File: src/rtl/resolver_pkg.sv
package resolver_pkg;

  typedef enum logic [2:0] {
    MODE_IMM  = 3'b000,
    MODE_DIR  = 3'b001,
    MODE_REG  = 3'b010,
    MODE_IND  = 3'b011,
    MODE_RIND = 3'b100,
    MODE_IDX  = 3'b101,
    MODE_BASE = 3'b110,
    MODE_STK  = 3'b111
  } addrMode_t;

  // strobes from control to datapath
  typedef struct packed {
    logic load;   // capture request and compute first address/operand
    logic capEa;  // take effective address from memory data
    logic capOp;  // take operand from memory data
  } dpCtrl_t;

  // number of memory reads each mode needs
  function automatic logic [1:0] accessCount(input addrMode_t m);
    case (m)
      MODE_IMM, MODE_REG, MODE_STK: accessCount = 2'd0;
      MODE_IND:                     accessCount = 2'd2;
      default:                      accessCount = 2'd1;
    endcase
  endfunction

endpackage

File: src/rtl/resolver_ctrl.sv
module resolver_ctrl
  import resolver_pkg::*;
(
  input  logic      clk,
  input  logic      rstN,
  input  logic      start,
  input  addrMode_t mode,
  output dpCtrl_t   strobe,
  output logic      memRdEn,
  output logic      done,
  output logic      accept
);

  typedef enum logic [2:0] {
    ST_IDLE, ST_ISS1, ST_CAP1, ST_ISS2, ST_CAP2, ST_FIN
  } ctrlState_t;

  ctrlState_t state, stateNext;
  logic       twoReads, twoReadsNext;

  always_comb begin
    stateNext    = state;
    twoReadsNext = twoReads;
    strobe       = '0;
    memRdEn      = 1'b0;
    done         = 1'b0;
    accept       = 1'b0;
    case (state)
      ST_IDLE: begin
        if (start) begin
          accept       = 1'b1;
          strobe.load  = 1'b1;
          twoReadsNext = (accessCount(mode) == 2'd2);
          stateNext    = (accessCount(mode) == 2'd0) ? ST_FIN : ST_ISS1;
        end
      end
      ST_ISS1: begin
        memRdEn   = 1'b1;
        stateNext = ST_CAP1;
      end
      ST_CAP1: begin
        if (twoReads) begin
          strobe.capEa = 1'b1;
          stateNext    = ST_ISS2;
        end else begin
          strobe.capOp = 1'b1;
          stateNext    = ST_FIN;
        end
      end
      ST_ISS2: begin
        memRdEn   = 1'b1;
        stateNext = ST_CAP2;
      end
      ST_CAP2: begin
        strobe.capOp = 1'b1;
        stateNext    = ST_FIN;
      end
      ST_FIN: begin
        done      = 1'b1;
        stateNext = ST_IDLE;
      end
      default: stateNext = ST_IDLE;
    endcase
  end

  always_ff @(posedge clk) begin
    if (!rstN) begin
      state    <= ST_IDLE;
      twoReads <= 1'b0;
    end else begin
      state    <= stateNext;
      twoReads <= twoReadsNext;
    end
  end

  // completion strobe lasts a single cycle
  p_done_pulse_r9 : assert property (@(posedge clk) disable iff (!rstN)
    done |=> !done);

  // register-only modes finish in the next cycle
  p_quick_finish_r1 : assert property (@(posedge clk) disable iff (!rstN)
    (state == ST_IDLE && start && accessCount(mode) == 2'd0) |=> done);

endmodule

File: src/rtl/resolver_dp.sv
module resolver_dp
  import resolver_pkg::*;
#(
  parameter int ADDR_W   = 12,
  parameter int DATA_W   = 16,
  parameter int NUM_REGS = 4,
  localparam int SEL_W   = $clog2(NUM_REGS)
) (
  input  logic                       clk,
  input  logic                       rstN,
  input  dpCtrl_t                    strobe,
  input  addrMode_t                  mode,
  input  logic [ADDR_W-1:0]          addrField,
  input  logic [SEL_W-1:0]           regSel,
  input  logic [NUM_REGS*DATA_W-1:0] regBank,
  input  logic [DATA_W-1:0]          indexVal,
  input  logic [DATA_W-1:0]          baseVal,
  input  logic [DATA_W-1:0]          tosVal,
  input  logic [DATA_W-1:0]          memRdData,
  output logic [ADDR_W-1:0]          memAddr,
  output logic [ADDR_W-1:0]          effAddr,
  output logic [DATA_W-1:0]          operand
);

  logic [DATA_W-1:0] regArr [NUM_REGS];
  logic [DATA_W-1:0] regWord;
  logic [ADDR_W-1:0] eaReg, eaLoad;
  logic [DATA_W-1:0] opReg, opLoad;

  for (genvar i = 0; i < NUM_REGS; i++) begin : g_regSplit
    assign regArr[i] = regBank[i*DATA_W +: DATA_W];
  end

  assign regWord = regArr[regSel];

  // first-step address and operand, chosen by mode
  always_comb begin
    eaLoad = '0;
    opLoad = '0;
    case (mode)
      MODE_IMM:  opLoad = DATA_W'(addrField);
      MODE_DIR:  eaLoad = addrField;
      MODE_REG:  opLoad = regWord;
      MODE_IND:  eaLoad = addrField;  // pointer first
      MODE_RIND: eaLoad = regWord[ADDR_W-1:0];
      MODE_IDX:  eaLoad = addrField + indexVal[ADDR_W-1:0];
      MODE_BASE: eaLoad = baseVal[ADDR_W-1:0] + addrField;
      MODE_STK:  opLoad = tosVal;
      default:   eaLoad = '0;
    endcase
  end

  always_ff @(posedge clk) begin
    if (!rstN) begin
      eaReg <= '0;
      opReg <= '0;
    end else begin
      if (strobe.load)       eaReg <= eaLoad;
      else if (strobe.capEa) eaReg <= memRdData[ADDR_W-1:0];
      if (strobe.load)       opReg <= opLoad;
      else if (strobe.capOp) opReg <= memRdData;
    end
  end

  assign memAddr = eaReg;
  assign effAddr = eaReg;
  assign operand = opReg;

endmodule

File: src/rtl/operand_resolver.sv
module operand_resolver
  import resolver_pkg::*;
#(
  parameter int ADDR_W   = 12,
  parameter int DATA_W   = 16,
  parameter int NUM_REGS = 4,
  localparam int SEL_W   = $clog2(NUM_REGS)
) (
  input  logic                       clk,
  input  logic                       rstN,
  input  logic                       start,
  input  logic [2:0]                 mode,
  input  logic [ADDR_W-1:0]          addrField,
  input  logic [SEL_W-1:0]           regSel,
  input  logic [NUM_REGS*DATA_W-1:0] regBank,
  input  logic [DATA_W-1:0]          indexVal,
  input  logic [DATA_W-1:0]          baseVal,
  input  logic [DATA_W-1:0]          tosVal,
  output logic                       memRdEn,
  output logic [ADDR_W-1:0]          memAddr,
  input  logic [DATA_W-1:0]          memRdData,
  output logic                       done,
  output logic [ADDR_W-1:0]          effAddr,
  output logic [DATA_W-1:0]          operand
);

  dpCtrl_t   strobe;
  addrMode_t modeIn;
  logic      accept;

  assign modeIn = addrMode_t'(mode);

  resolver_ctrl u_ctrl (
    .clk     (clk),
    .rstN    (rstN),
    .start   (start),
    .mode    (modeIn),
    .strobe  (strobe),
    .memRdEn (memRdEn),
    .done    (done),
    .accept  (accept)
  );

  resolver_dp #(
    .ADDR_W   (ADDR_W),
    .DATA_W   (DATA_W),
    .NUM_REGS (NUM_REGS)
  ) u_dp (
    .clk       (clk),
    .rstN      (rstN),
    .strobe    (strobe),
    .mode      (modeIn),
    .addrField (addrField),
    .regSel    (regSel),
    .regBank   (regBank),
    .indexVal  (indexVal),
    .baseVal   (baseVal),
    .tosVal    (tosVal),
    .memRdData (memRdData),
    .memAddr   (memAddr),
    .effAddr   (effAddr),
    .operand   (operand)
  );

  // bookkeeping for the checks below
  logic [1:0] readCnt;
  addrMode_t  modeSeen;
  logic       pending;

  always_ff @(posedge clk) begin
    if (!rstN) begin
      readCnt  <= '0;
      modeSeen <= MODE_IMM;
      pending  <= 1'b0;
    end else begin
      if (accept) begin
        readCnt  <= '0;
        modeSeen <= modeIn;
      end else if (memRdEn && readCnt != 2'd3) begin
        readCnt <= readCnt + 2'd1;
      end
      if (accept)    pending <= 1'b1;
      else if (done) pending <= 1'b0;
    end
  end

  // memory read count matches the mode at completion
  p_access_budget_r2 : assert property (@(posedge clk) disable iff (!rstN)
    done |-> (readCnt == accessCount(modeSeen)));

  // no acceptance while a request is outstanding
  p_accept_idle_r10 : assert property (@(posedge clk) disable iff (!rstN)
    accept |-> !pending);

  // each done belongs to an accepted request
  p_done_owned_r10 : assert property (@(posedge clk) disable iff (!rstN)
    done |-> pending);

  // quiet outputs in the first cycle after reset
  p_reset_quiet_r12 : assert property (@(posedge clk)
    !rstN |=> (!done && !memRdEn));

endmodule

File: config.mk
export PLATFORM = sky130hd
export DESIGN_NAME = operand_resolver
export DESIGN_NICKNAME = d
export VERILOG_FILES = /design/src/rtl/resolver_pkg.sv /design/src/rtl/resolver_ctrl.sv /design/src/rtl/resolver_dp.sv /design/src/rtl/operand_resolver.sv
export SDC_FILE = /design/constraint.sdc
export NUM_CORES = 1
export LEC_CHECK = 0
export BUFFER_PORTS_ARGS = -buffer_cell sky130_fd_sc_hd__buf_2
export CAP_MARGIN = 20
export CORE_AREA = 10 10 129 102
export DETAILED_ROUTE_END_ITERATION = 12
export DIE_AREA = 0 0 139 112
export PLACE_DENSITY = 0.68
export SKIP_LAST_GASP = 1
export SLEW_MARGIN = 25
export SYNTH_ARGS = -nofsm -noshare
export SYNTH_HDL_FRONTEND = slang
export SYNTH_HIERARCHICAL = 1
export SYNTH_SLANG_ARGS = --single-unit
export TNS_END_PERCENT = 100
File: constraint.sdc
create_clock -name clk -period 5.16 [get_ports clk]
set_clock_uncertainty 0.2 [all_clocks]
set_input_delay 0.774 -clock clk [delete_from_list [all_inputs] [get_ports clk]]
set_output_delay 0.774 -clock clk [all_outputs]
set_load 0.005 [all_outputs]
## Word-level counts from Yosys, hierarchy flattened

Index checks and enable logic that the tools add are counted.

- Bits of input ports: 148
- Bits in registers: 32
- Output and inout port bits: 42
- Logic and storage cells: 55

- Equal/unequal tests: 14
- $lt $le $gt $ge: 1
- Add/sub/neg operators: 2
- Reduce and logical (&&, ||, !) cells: 9
- Mux-type cells: 24
- Bitwise logic cells: 1

Operators by type and width:

| kind | count |
|---|---|
| $mux W16 | 4 |
| $pmux W12 S4 | 1 |
| $pmux W16 S3 | 1 |
| $bmux W16 S2 | 1 |
| $add A12 B12 Y12 | 2 |
| $mux W12 | 2 |
| $eq A3 B3 Y1 const B | 6 |
| $pmux W3 S5 | 1 |
| $eq A3 B2 Y1 const B | 4 |
| $mux W3 | 3 |
| $mux W1 | 7 |
| $eq A3 B1 Y1 const B | 2 |
| $logic_not A3 Y1 | 2 |
| $mux W2 | 2 |
| $pmux W2 S2 | 1 |
| $reduce_bool A2 Y1 | 2 |
| $reduce_or A2 Y1 | 2 |
| $ge A3 B3 Y1 const B | 1 |
| $not A2 Y3 | 1 |
| $reduce_or A3 Y1 | 1 |
| $eq A2 B2 Y1 const B | 1 |
| $logic_not A2 Y1 | 1 |
| $ne A2 B2 Y1 const B | 1 |
| $pmux W1 S2 | 1 |
| $reduce_and A2 Y1 | 1 |

## Logic depth before layout (Yosys ltp)

Gate-level depths: netlist (run 1).

- Depth in word-level cells: 9
- Gate-level depth with buffers: 14
- Depth with buffers taken out: 12

## Modules after synthesis

Netlist (run 1), hierarchy kept.

By module, submodules not included:

| module | seq. area each (µm²) | area an instance (µm²) | times used | cells each |
|---|---|---|---|---|
| resolver_dp | 560.5 | 3,039.2 | 1 | 331 |
| resolver_ctrl | 80.1 | 281.5 | 1 | 31 |

## Least setup slack after synthesis (run 1)

No wires, ideal clock.

- Kind: input-to-reg
- From: in mode[1]
- To: reg u_dp.eaReg[9] (netlist: u_dp/effAddr[9])
- Path buffers: 2
- Library setup time: 0.070 ns
- Arrival time: 3.154 ns
- Data required time: 4.890 ns
- Stages: 12
- Path slack: 1.735 ns
- Cell sequence: buf_4 > nand3b_1 > buf_2 > mux2_1 > ha_1 > a21o_1 > a21oi_1 > o21ai_2 > a221o_1 > nand2_1 > mux2_1 > o2bb2ai_1

- Longest elaborated chain between the ends: 4
- Elaborated cells on any way between the ends: 8
- Classes of those cells: eq/ne: 5; mux: 2; reduce/logical: 1

Ends and longest elaborated chain:

| element | RTL line | text |
|---|---|---|
| start, declared | operand_resolver.sv:12 | `input logic [2:0] mode,` |
| $eq A3 B2 Y1 or $eq A3 B1 Y1 (tied branches) | resolver_dp.sv:40 | `case (mode)` |
| $reduce_or A2 Y1 (no source line) | - |  |
| $pmux W12 S4 (*) | resolver_dp.sv:40 |  |
| $mux W12 (*) | resolver_dp.sv:58 | `if (strobe.load) eaReg <= eaLoad;` |
| end signal, assigned | resolver_dp.sv:58 |  |
| end signal, assigned | resolver_dp.sv:59 | `else if (strobe.capEa) eaReg <= memRdData[ADDR_W-1:0];` |
| end, declared | resolver_dp.sv:27 | `logic [ADDR_W-1:0] eaReg, eaLoad;` |

Mark *: on every way between the ends. The rest lies on a longest branch, timed or not.
A chain may end at the register's enable or synchronous reset.

## Worst setup path in the final report (run 1)

- From: in mode[0]
- To: reg u_dp.eaReg[10] (netlist: u_dp/effAddr[10])

Same word-level chain as after synthesis.

==> summary.md, run 1 <==
| Metric | Value |
|---|---|
| Layout Nets | `674` |
| Status | `completed` |
| Syn Area/Cell | `9.173 µm²` |
| Clock Latency Late Sink | `0.27 ns` |
| Type of element capturing the critical path | `register` |
| Initial antenna violation count | `0` |
| Cts bufs inserted | `5` |
| Synthesized cell area | `0.003321 mm²` |
| Overall Power | `0.0009854 W` |
| Routed Antenna Nets | `0` |
| Layout cells sized above 1 | `45.91%` |
| GRT Resource Usage Total | `16.47%` |
| CP arrival | `3.59 ns` |
| Cell Pwr Density | `229.8 mW/mm²` |
| Synth Instances | `362` |
| Slew @ Worst Pin | `0.7149 ns` |
| Worst EP required | `5.12 ns` |
| CP Launch Type | `input pin` |
| MaxCap Viol Count | `0` |
| Core ar. | `0.01065 mm²` |
| Synthesis-stage register bit count | `32` |
| Seq/Total Area, Yosys | `19.29%` |
| Die Ht | `112 µm` |
| Io pins | `190` |
| Leakage power total | `2.147 nW` |
| Fin. max-slew vios | `0` |
| First-pass GRT wire length | `20.96 mm` |
| Syn. warnings | `6` |
| DIE WIDTH | `139 µm` |
| Synthesized Nets | `522` |
| Layout overhead on the synthesized area | `29.16%` |
| Number of enable flip-flop cells after synthesis | `0` |
| Max Fclk | `274.7 MHz` |
| Critical setup path kind | `in2reg` |
| Initial Util | `31.17%` |
| CTS Buffer Depth | `2` |
| Setup violators final | `0` |
| CP dominant cell by count | `o21ai_1` |
| # resized after CTS | `0` |
| Initial DRC count | `222` |
| Commonest cells after routing, fill and taps aside | `181 x buf_2, 32 x dfxtp_1, 30 x nand2_1` |
| CTS H-tree lvls | `2` |
| Aggregate routed wire length | `13.69 mm` |
| Period Utilization, post-route | `70.54%` |
| CTS tree | `built` |
| CTS Hold Buffers Added | `0` |
| Worst hold margin | `0.3012 ns` |
| FFs w/ async S/R, synth | `0%` |
| Util after Layout | `40.26%` |
| Area of the multi-input gates | `0.002330 mm²` |
| IO buf count | `181` |
| Routed len/inst | `20.90 µm` |
| Fillers | `1097` |
| Crit path cell chain | `buf_2 > nand3b_1 > mux2_1 > ha_1 > inv_1 > fa_1 > nor2b_1 > o21ai_1 > a21oi_1 > a211oi_2 > a31oi_1 > xnor2_1 > o21ai_1` |
| Hold Path Class | `reg2reg` |
| Root buffer cell | `clkbuf_16` |
| Grt ovf | `0` |
| Die area | `0.01557 mm²` |
| Rows | `33` |
| Vias | `3608` |
| Fin crit period | `3.640 ns` |
| Yosys cell types | `66` |
| Setup bufs post-CTS | `0` |
| Worst VDD drop | `0.1066 mV` |
| Worst-path clk slew | `0.05 ns` |
| Pin count of the biggest net entering global routing | `45` |
| RSZ-0062 raised after global routing | `false` |
| Register area | `640.6 µm²` |
| CP peak stage delay | `0.57 ns` |
| DRT Pass-1 Iters | `5` |
| Number of global-route vias before repair | `3933` |
| Via density | `5.508` |
| Placer Congestion | `0.8640` |
| Clock sink count | `32` |
| Relative slew slack | `52.19%` |
| Slowest-stage cell, CP | `nand3b_1` |
| Ys flop type | `dfxtp_1` |
| HPWL Detailed | `11.40 mm` |
| Hold Violations, Final | `0` |
| CP Max Fanout | `12` |
| Most common cell after layout, fill and taps aside | `buf_2` |
| DRC viols | `0` |
| Post-route setup TNS | `0 ns` |
critical path, delay by kind of cell:
family,cells,cell delay [ns]
adders and majority gates,2,0.41
buffers and inverters,2,0.18
xor gates and xnor gates,1,0.17
muxes,1,0.53
and+or+nand+nor,2,0.64
AOI/OAI and AO/OA,5,0.90
layout make-up:
cell class | instances | share of cell area [%]
timing repair buffer | 187 | 22.17
inverter | 15 | 1.313
antenna | 1 | 0.05834
clock buffer | 6 | 3.005
tap | 140 | 4.084
multi-input combinational | 273 | 54.32
sequential | 32 | 14.94
clock inverter | 1 | 0.1167
path summary, 6_finish.rpt:
kind | start | endpoint | slack (ns) | cells after the start
setup / recovery | mode[0] | u_dp/effAddr[10]$_SDFFE_PN0P_ | 1.52 | 13
hold / removal | u_ctrl/twoReads$_SDFFE_PN0P_ | u_ctrl/twoReads$_SDFFE_PN0P_ | 0.30 | 2
setup reg to reg | u_ctrl/state[1]$_SDFFE_PN0P_ | u_dp/operand[11]$_SDFFE_PN0P_ | 2.84 | 6
hold reg to reg | u_ctrl/twoReads$_SDFFE_PN0P_ | u_ctrl/twoReads$_SDFFE_PN0P_ | 0.30 | 2
layer usage:
metal | share of wire, % | routed length, µm | global-route usage [%] | vias to the layer above
li1 | - | - | - | 1677
met4 | 0.32 | 44 | 2.012 | 0
met2 | 49 | 6688 | 29.14 | 187
met3 | 10 | 1426 | 6.242 | 4
met5 | 0 | 0 | 0 | -
met1 | 40 | 5530 | 18.96 | 1740
cell families (layout without fill, tap and decap cells):
logic type | Yosys count | count (layout) | share of synthesized area (%)
other | 0 | 1 | 0
adders and majority gates | 12 | 12 | 4.748
DFF | 32 | 32 | 19.29
and+or+nand+nor | 83 | 83 | 13.71
buffers and inverters | 57 | 209 | 10.55
xor gates and xnor gates | 9 | 9 | 2.374
AOI/OAI and AO/OA | 114 | 114 | 25.81
muxes | 55 | 55 | 23.51
cells in the mapped netlist, types with 10 or more instances:
master	count	area share, %
dfxtp_1	32	19
nand2_1	30	3.4
a21oi_1	19	2.9
buf_4	16	3.6
mux4_2	16	11
inv_1	15	1.7
mux2i_1	15	4.5
o211a_1	13	3.9
mux2_1	12	4.1
mux2_2	12	4.1
ha_1	11	4.1
nor2_1	11	1.2
o311ai_1	11	2.9
a22oi_1	10	2.3
nor2b_1	10	1.9
o21ai_1	10	1.5
power by group:
part	internal, W	leakage [nW]	total, W	switching, W
combinational	0.000200	1.82	0.000402	0.000202
clock	0.000175	0.0667	0.000280	0.000105
sequential	0.000278	0.264	0.000303	0.0000253
through the flow:
step           cells  setup slack, ns  cell area, µm²
5_1_grt          654            1.268            4287
3_5_place_dp     647            1.239            4153
3_3_place_gp     647            1.287            4153
2_1_floorplan    362            1.735            3321
4_1_cts          654            1.502            4287
6_report         655            1.520            4289
registers in the layout, summed over array words and instances (netlist names):
| name | count |
|---|---|
| u_dp/operand | 16 |
| u_dp/effAddr | 12 |
| u_ctrl/state | 3 |
| u_ctrl/twoReads | 1 |
No activity file was read; power rests on OpenSTA's default activity.
==> run 2: changes to the inputs <==
Clock period 5.16 ns to 3.61 ns, I/O delays scaled along.
==> run 2 against run 1 <==
Clock power grew 45%. Utilization rose by 0.12 points. First-iteration DRC count rose by 5.0%. Critical path depth is 1 lower. Count of clock-buffer cells in the layout unchanged. Sequential power grew 43%. Sequential cell count unchanged. Cell area increased by 0.29%. Total power rose by 44%. Non-clock buffer count grew 2. Wire length up 0.35%. Hold slack gained 0.010 ns.
==> summary.md, run 2 (same netlist as run 1, synthesis figures left out) <==
| Metric | Value |
|---|---|
| Layout Nets | `676` |
| Met3 usage | `6.285%` |
| CTS H-tree lvls | `2` |
| Clock Latency Late Sink | `0.28 ns` |
| CP peak stage delay | `0.33 ns` |
| Core ar. | `0.01065 mm²` |
| Setup slack after layout | `0.6307 ns` |
| Crit path cell chain | `buf_2 > nand3b_1 > buf_4 > mux2_1 > ha_1 > a21o_1 > a21oi_1 > o21ai_2 > a221o_1 > nand2_1 > mux2_1 > o2bb2ai_1` |
| Layout cells sized above 1 | `46.12%` |
| Cts bufs inserted | `5` |
| Layout overhead on the synthesized area | `29.54%` |
| Hold Violations, Final | `0` |
| Via density | `5.428` |
| Initial DRC count | `233` |
| Worst reg2reg endpoint | `u_dp/effAddr[8]$_SDFFE_PN0P_` |
| CP dominant cell by count | `mux2_1` |
| DRC viols | `0` |
| Setup bufs post-CTS | `0` |
| Initial antenna violation count | `0` |
| Most common cell after layout, fill and taps aside | `buf_2` |
| Relative slew slack | `59.59%` |
| Grt peak-use layer | `met2` |
| Routed len/inst | `20.94 µm` |
| Aggregate routed wire length | `13.74 mm` |
| GR Util met2 | `28.92%` |
| Period Utilization, post-route | `82.53%` |
| Critical Path Stages | `12` |
| Sequential Power Share | `30.6%` |
| Commonest cells after routing, fill and taps aside | `181 x buf_2, 32 x dfxtp_1, 30 x nand2_1` |
| GRT Resource Usage Total | `16.64%` |
| Combinational fraction of design power | `40.7%` |
| Antenna fix cells | `0` |
| Io pins | `190` |
| Power share of the clock group | `28.7%` |
| Hold Path Depth | `2` |
| Hold Path Class | `reg2reg` |
| Type of element capturing the critical path | `register` |
| Die area | `0.01557 mm²` |
| Internal | `0.0009344 W` |
| Pin count of the biggest net entering global routing | `46` |
| Placer Congestion | `0.8532` |
| Slew @ Worst Pin | `0.6039 ns` |
| Fin crit period | `2.979 ns` |
| Slowest-stage cell, CP | `ha_1` |
| Clock sink count | `32` |
| Max Fclk | `335.6 MHz` |
| Crit path max-delay family | `compound AO/OA/AOI/OAI gates` |
| IO buf count | `181` |
| Worst VDD drop | `0.1853 mV` |
| # resized after CTS | `0` |
| HPWL Detailed | `11.33 mm` |
| Cell Pwr Density | `328.8 mW/mm²` |
| First-pass GRT wire length | `20.86 mm` |
| Number of global-route vias before repair | `3859` |
| Post-route setup TNS | `0 ns` |
| Rows | `33` |
| RSZ-0062 raised after global routing | `false` |
| Leakage power total | `2.157 nW` |
| CTS Hold Buffers Added | `0` |
| CP bufs+invs | `2` |
| CP Launch Type | `input pin` |
| CP Max Fanout | `12` |
| Fin. max-slew vios | `0` |
| Max FFs per register | `16` |
| Hold_sp | `u_ctrl/twoReads$_SDFFE_PN0P_` |
| Die Ht | `112 µm` |
| CTS Buffer Depth | `2` |
| CP arrival | `2.98 ns` |
| Worst Hold End | `u_ctrl/twoReads$_SDFFE_PN0P_` |
| MaxCap Viol Count | `0` |
| Routed Antenna Nets | `0` |
| Worst-path clk slew | `0.05 ns` |
| Switch Pwr | `0.0004799 W` |
| Critical R2R Launch | `u_ctrl/state[1]$_SDFFE_PN0P_` |
| Vias | `3561` |
| R2r worst-path depth | `7` |
| CTS tree | `built` |
| Grt ovf | `0` |
| Sw Ratio | `33.93%` |
| Reg2Reg Setup Slack | `1.33 ns` |
| DIE WIDTH | `139 µm` |
| Status | `completed` |
| Initial Util | `31.17%` |
| Worst EP required | `3.61 ns` |
| Critical setup path kind | `in2reg` |
| DRT Pass-1 Iters | `5` |
| Dpl ws | `0.3696 ns` |
| Fillers | `1098` |
| Root buffer cell | `clkbuf_16` |
| Setup violators final | `0` |
| Met1 usage | `19.00%` |
## run 2: changes by cell type in the layout (fill, tap and decap cells not counted), sizes merged
cell   before  now
buf       187  189
diode       1    0
## run 2: final cells by class
cell class / count / area [µm²] / area share [%]
multi-input combinational: 273 / 2330 / 54.16
timing repair buffer: 189 / 965.9 / 22.45
sequential: 32 / 640.6 / 14.89
tap: 140 / 175.2 / 4.072
clock buffer: 6 / 128.9 / 2.996
inverter: 15 / 56.30 / 1.309
clock inverter: 1 / 5.005 / 0.1163
## run 2: routing by layer
layer  routed length [µm]  part of all wire, %
met1                 5748                   42
met2                 6636                   48
met3                 1220                  8.9
met4                  132                 0.96
met5                    0                    0
## run 2: how the worst max path moves through the flow
stage             from                            to  slack (ns)
6_report       mode[0]  u_dp/effAddr[9]$_SDFFE_PN0P_        0.63
5_1_grt        mode[0]  u_dp/effAddr[8]$_SDFFE_PN0P_        0.40
4_1_cts        mode[0]  u_dp/effAddr[9]$_SDFFE_PN0P_        0.64
3_5_place_dp   mode[0]  u_dp/effAddr[8]$_SDFFE_PN0P_        0.37
3_3_place_gp   mode[0]  u_dp/effAddr[9]$_SDFFE_PN0P_        0.41
2_1_floorplan  mode[1]  u_dp/effAddr[9]$_SDFFE_PN0P_        0.42
## run 2: power by group through the flow
stage,Clock [W],Combinational [W],Sequential [W]
floorplan,0,0.000388,0.000431
global placement,0,0.000558,0.000437
detailed placement,0,0.000571,0.000440
CTS,0.000419,0.000574,0.000433
global route,0.000431,0.000629,0.000438
finish,0.000406,0.000575,0.000432
## run 2: metrics by stage
step,utilization (%),total power (W),hold WS (ns),std cells,cell area (µm²)
6_report,40.38,0.001414,0.3114,656,4302
5_1_grt,40.38,0.001499,0.3258,656,4302
4_1_cts,40.38,0.001426,0.3091,656,4302
3_5_place_dp,39.12,0.001011,0.2950,649,4168
3_3_place_gp,39.12,0.0009954,0.2803,649,4168
2_1_floorplan,-,0.0008191,0.2579,362,3321
## run 2: tightest hold or removal path: stages (launching register included)
cell and delay, ns:
dfxtp_1 0.32, nand2b_1 0.08, a21boi_1 0.06
==> run 3: changes to the inputs <==
Clock period 3.61 ns to 2.9 ns, I/O delays scaled along.
==> run 3 against run 2 <==
Largest power group unchanged. Cell count increased by 3.2%. Utilization is 1.7 points higher. Critical path depth is 2 higher. Sequential share of layout area fell by 0.60 points. Cell area rose by 4.2%. Combinational power is 30% higher. Total power up 28%. Non-clock buffer count rose by 20. Count of clock-buffer cells in the layout rose by 2. Worst setup slack got worse by 0.44 ns.
==> summary.md, run 3 (same netlist as run 1, synthesis figures left out) <==
| Metric | Value |
|---|---|
| CP dominant cell by count | `o21ai_1` |
| DRT Pass-1 Iters | `5` |
| Crit path cell chain | `buf_2 > nand3b_1 > buf_6 > mux2_1 > ha_1 > inv_1 > fa_2 > nor2b_1 > o21ai_1 > a21oi_1 > a211oi_2 > a31oi_1 > xnor2_1 > o21ai_1` |
| CTS tree | `built` |
| Most common cell after layout, fill and taps aside | `buf_2` |
| Routed len/inst | `19.44 µm` |
| CP peak stage delay | `0.33 ns` |
| Max Fclk | `369.0 MHz` |
| Hold Violations, Final | `0` |
| Setup violators final | `0` |
| Register area | `640.6 µm²` |
| Relative slew slack | `67.38%` |
| Slowest-stage cell, CP | `mux2_1` |
| Post-route setup TNS | `0 ns` |
| MaxCap Viol Count | `0` |
| Initial antenna violation count | `0` |
| CP Launch Type | `input pin` |
| Critical Path Stages | `14` |
| HPWL Detailed | `11.21 mm` |
| RSZ-0062 raised after global routing | `true` |
| Leakage power total | `2.258 nW` |
| Status | `completed` |
| Fillers | `1088` |
| Vias | `3569` |
| Via density | `5.272` |
| Max FFs per register | `16` |
| CP arrival | `2.67 ns` |
| Worst hold margin | `0.2672 ns` |
| Fin. max-slew vios | `0` |
| Slew @ Worst Pin | `0.4893 ns` |
| Layout cells sized above 1 | `48.60%` |
| Die Ht | `112 µm` |
| Commonest cells after routing, fill and taps aside | `181 x buf_2, 32 x dfxtp_1, 30 x nand2_1` |
| Util after Layout | `42.08%` |
| Hold Path Class | `in2reg` |
| DRC viols | `0` |
| Critical setup path kind | `in2reg` |
| Clock sink count | `32` |
| CTS H-tree lvls | `2` |
| Die area | `0.01557 mm²` |
| IO buf count | `181` |
| Placer Congestion | `0.7999` |
| CTS Buffer Depth | `2` |
| Rows | `33` |
| Placed insts | `668` |
| Worst-path clk slew | `0.05 ns` |
| Pin count of the biggest net entering global routing | `35` |
| Worst VDD drop | `0.2231 mV` |
| Cts bufs inserted | `5` |
| Root buffer cell | `clkbuf_16` |
| Cell Pwr Density | `404.7 mW/mm²` |
| First-pass GRT wire length | `20.82 mm` |
| Layout Nets | `696` |
| Core ar. | `0.01065 mm²` |
| Fin crit period | `2.710 ns` |
| Worst EP required | `2.86 ns` |
| Number of global-route vias before repair | `3971` |
| Crit path max-delay family | `compound AO/OA/AOI/OAI gates` |
| Aggregate routed wire length | `13.16 mm` |
| DIE WIDTH | `139 µm` |
| Area of the multi-input gates | `0.002345 mm²` |
| Grt ovf | `0` |
| Post-route insts no fill | `677` |
| Type of element capturing the critical path | `register` |
| Period Utilization, post-route | `93.45%` |
| Routed Antenna Nets | `0` |
| Initial Util | `31.17%` |
| Hold Path Depth | `3` |
| CP Max Fanout | `9` |
| R2r worst-path depth | `6` |
| Clock Latency Late Sink | `0.27 ns` |
| GRT Resource Usage Total | `16.13%` |
| Io pins | `190` |
| Layout overhead on the synthesized area | `35.00%` |
| CP bufs+invs | `3` |
| Initial DRC count | `198` |
| Antenna fix cells | `0` |
==> run 3: per-layer routing <==
metal  vias up  wire length [µm]  global-route usage, %  share of wire (%)
met1      1674              5580                  19.51                 42
li1       1724                 -                      -                  -
met5         -                 0                      0                  0
met2       161              6178                  27.09                 47
met3        10              1248                  5.945                9.5
met4         0               153                  2.776                1.2
==> run 3: path summary, 6_finish.rpt <==
path	slack, ns	from	endpoint
max	0.19	mode[0]	u_dp/effAddr[10]$_SDFFE_PN0P_
min	0.27	addrField[1]	u_dp/effAddr[1]$_SDFFE_PN0P_
max reg2reg	0.68	u_ctrl/state[2]$_SDFFE_PN0P_	u_dp/effAddr[8]$_SDFFE_PN0P_
min reg2reg	0.30	u_dp/operand[13]$_SDFFE_PN0P_	u_dp/operand[13]$_SDFFE_PN0P_
==> run 3: tightest hold or removal path, cell delays in order <==
cell	delay [ns]
buf_2	0.10
a221oi_1	0.07
nor2_1	0.09
==> run 3: through the flow <==
stage               worst slack, ns  cell area [µm²]  total power (W)
finish                       0.1900             4483         0.001814
global placement            -0.1078             4323         0.001277
CTS                          0.1033             4469         0.001833
global route              0.0004896             4483         0.001932
detailed placement          -0.1743             4323         0.001299
floorplan                 0.0006026             3343         0.001023
==> run 3: power by group <==
| part | leakage, nW | internal (W) | switching (W) | total [W] |
|---|---|---|---|---|
| registers | 0.264 | 0.000495 | 0.0000443 | 0.000539 |
| clock network | 0.0712 | 0.000342 | 0.000184 | 0.000526 |
| logic | 1.92 | 0.000389 | 0.000360 | 0.000749 |
| total | 2.26 | 0.00123 | 0.000588 | 0.00181 |
==> run 3: final cells by class <==
type | instances | area share (%)
sequential | 32 | 14.29
timing repair buffer | 209 | 24.98
clock buffer | 8 | 3.265
multi-input combinational | 273 | 52.30
tap | 140 | 3.907
inverter | 15 | 1.256
==> run 3: timing repair <==
action | CTS | global route
endpoints found under the setup margin | 0 | 3
resized for setup | 0 | 2
hold buffers | 0 | 0
buffers inserted | 0 | 1
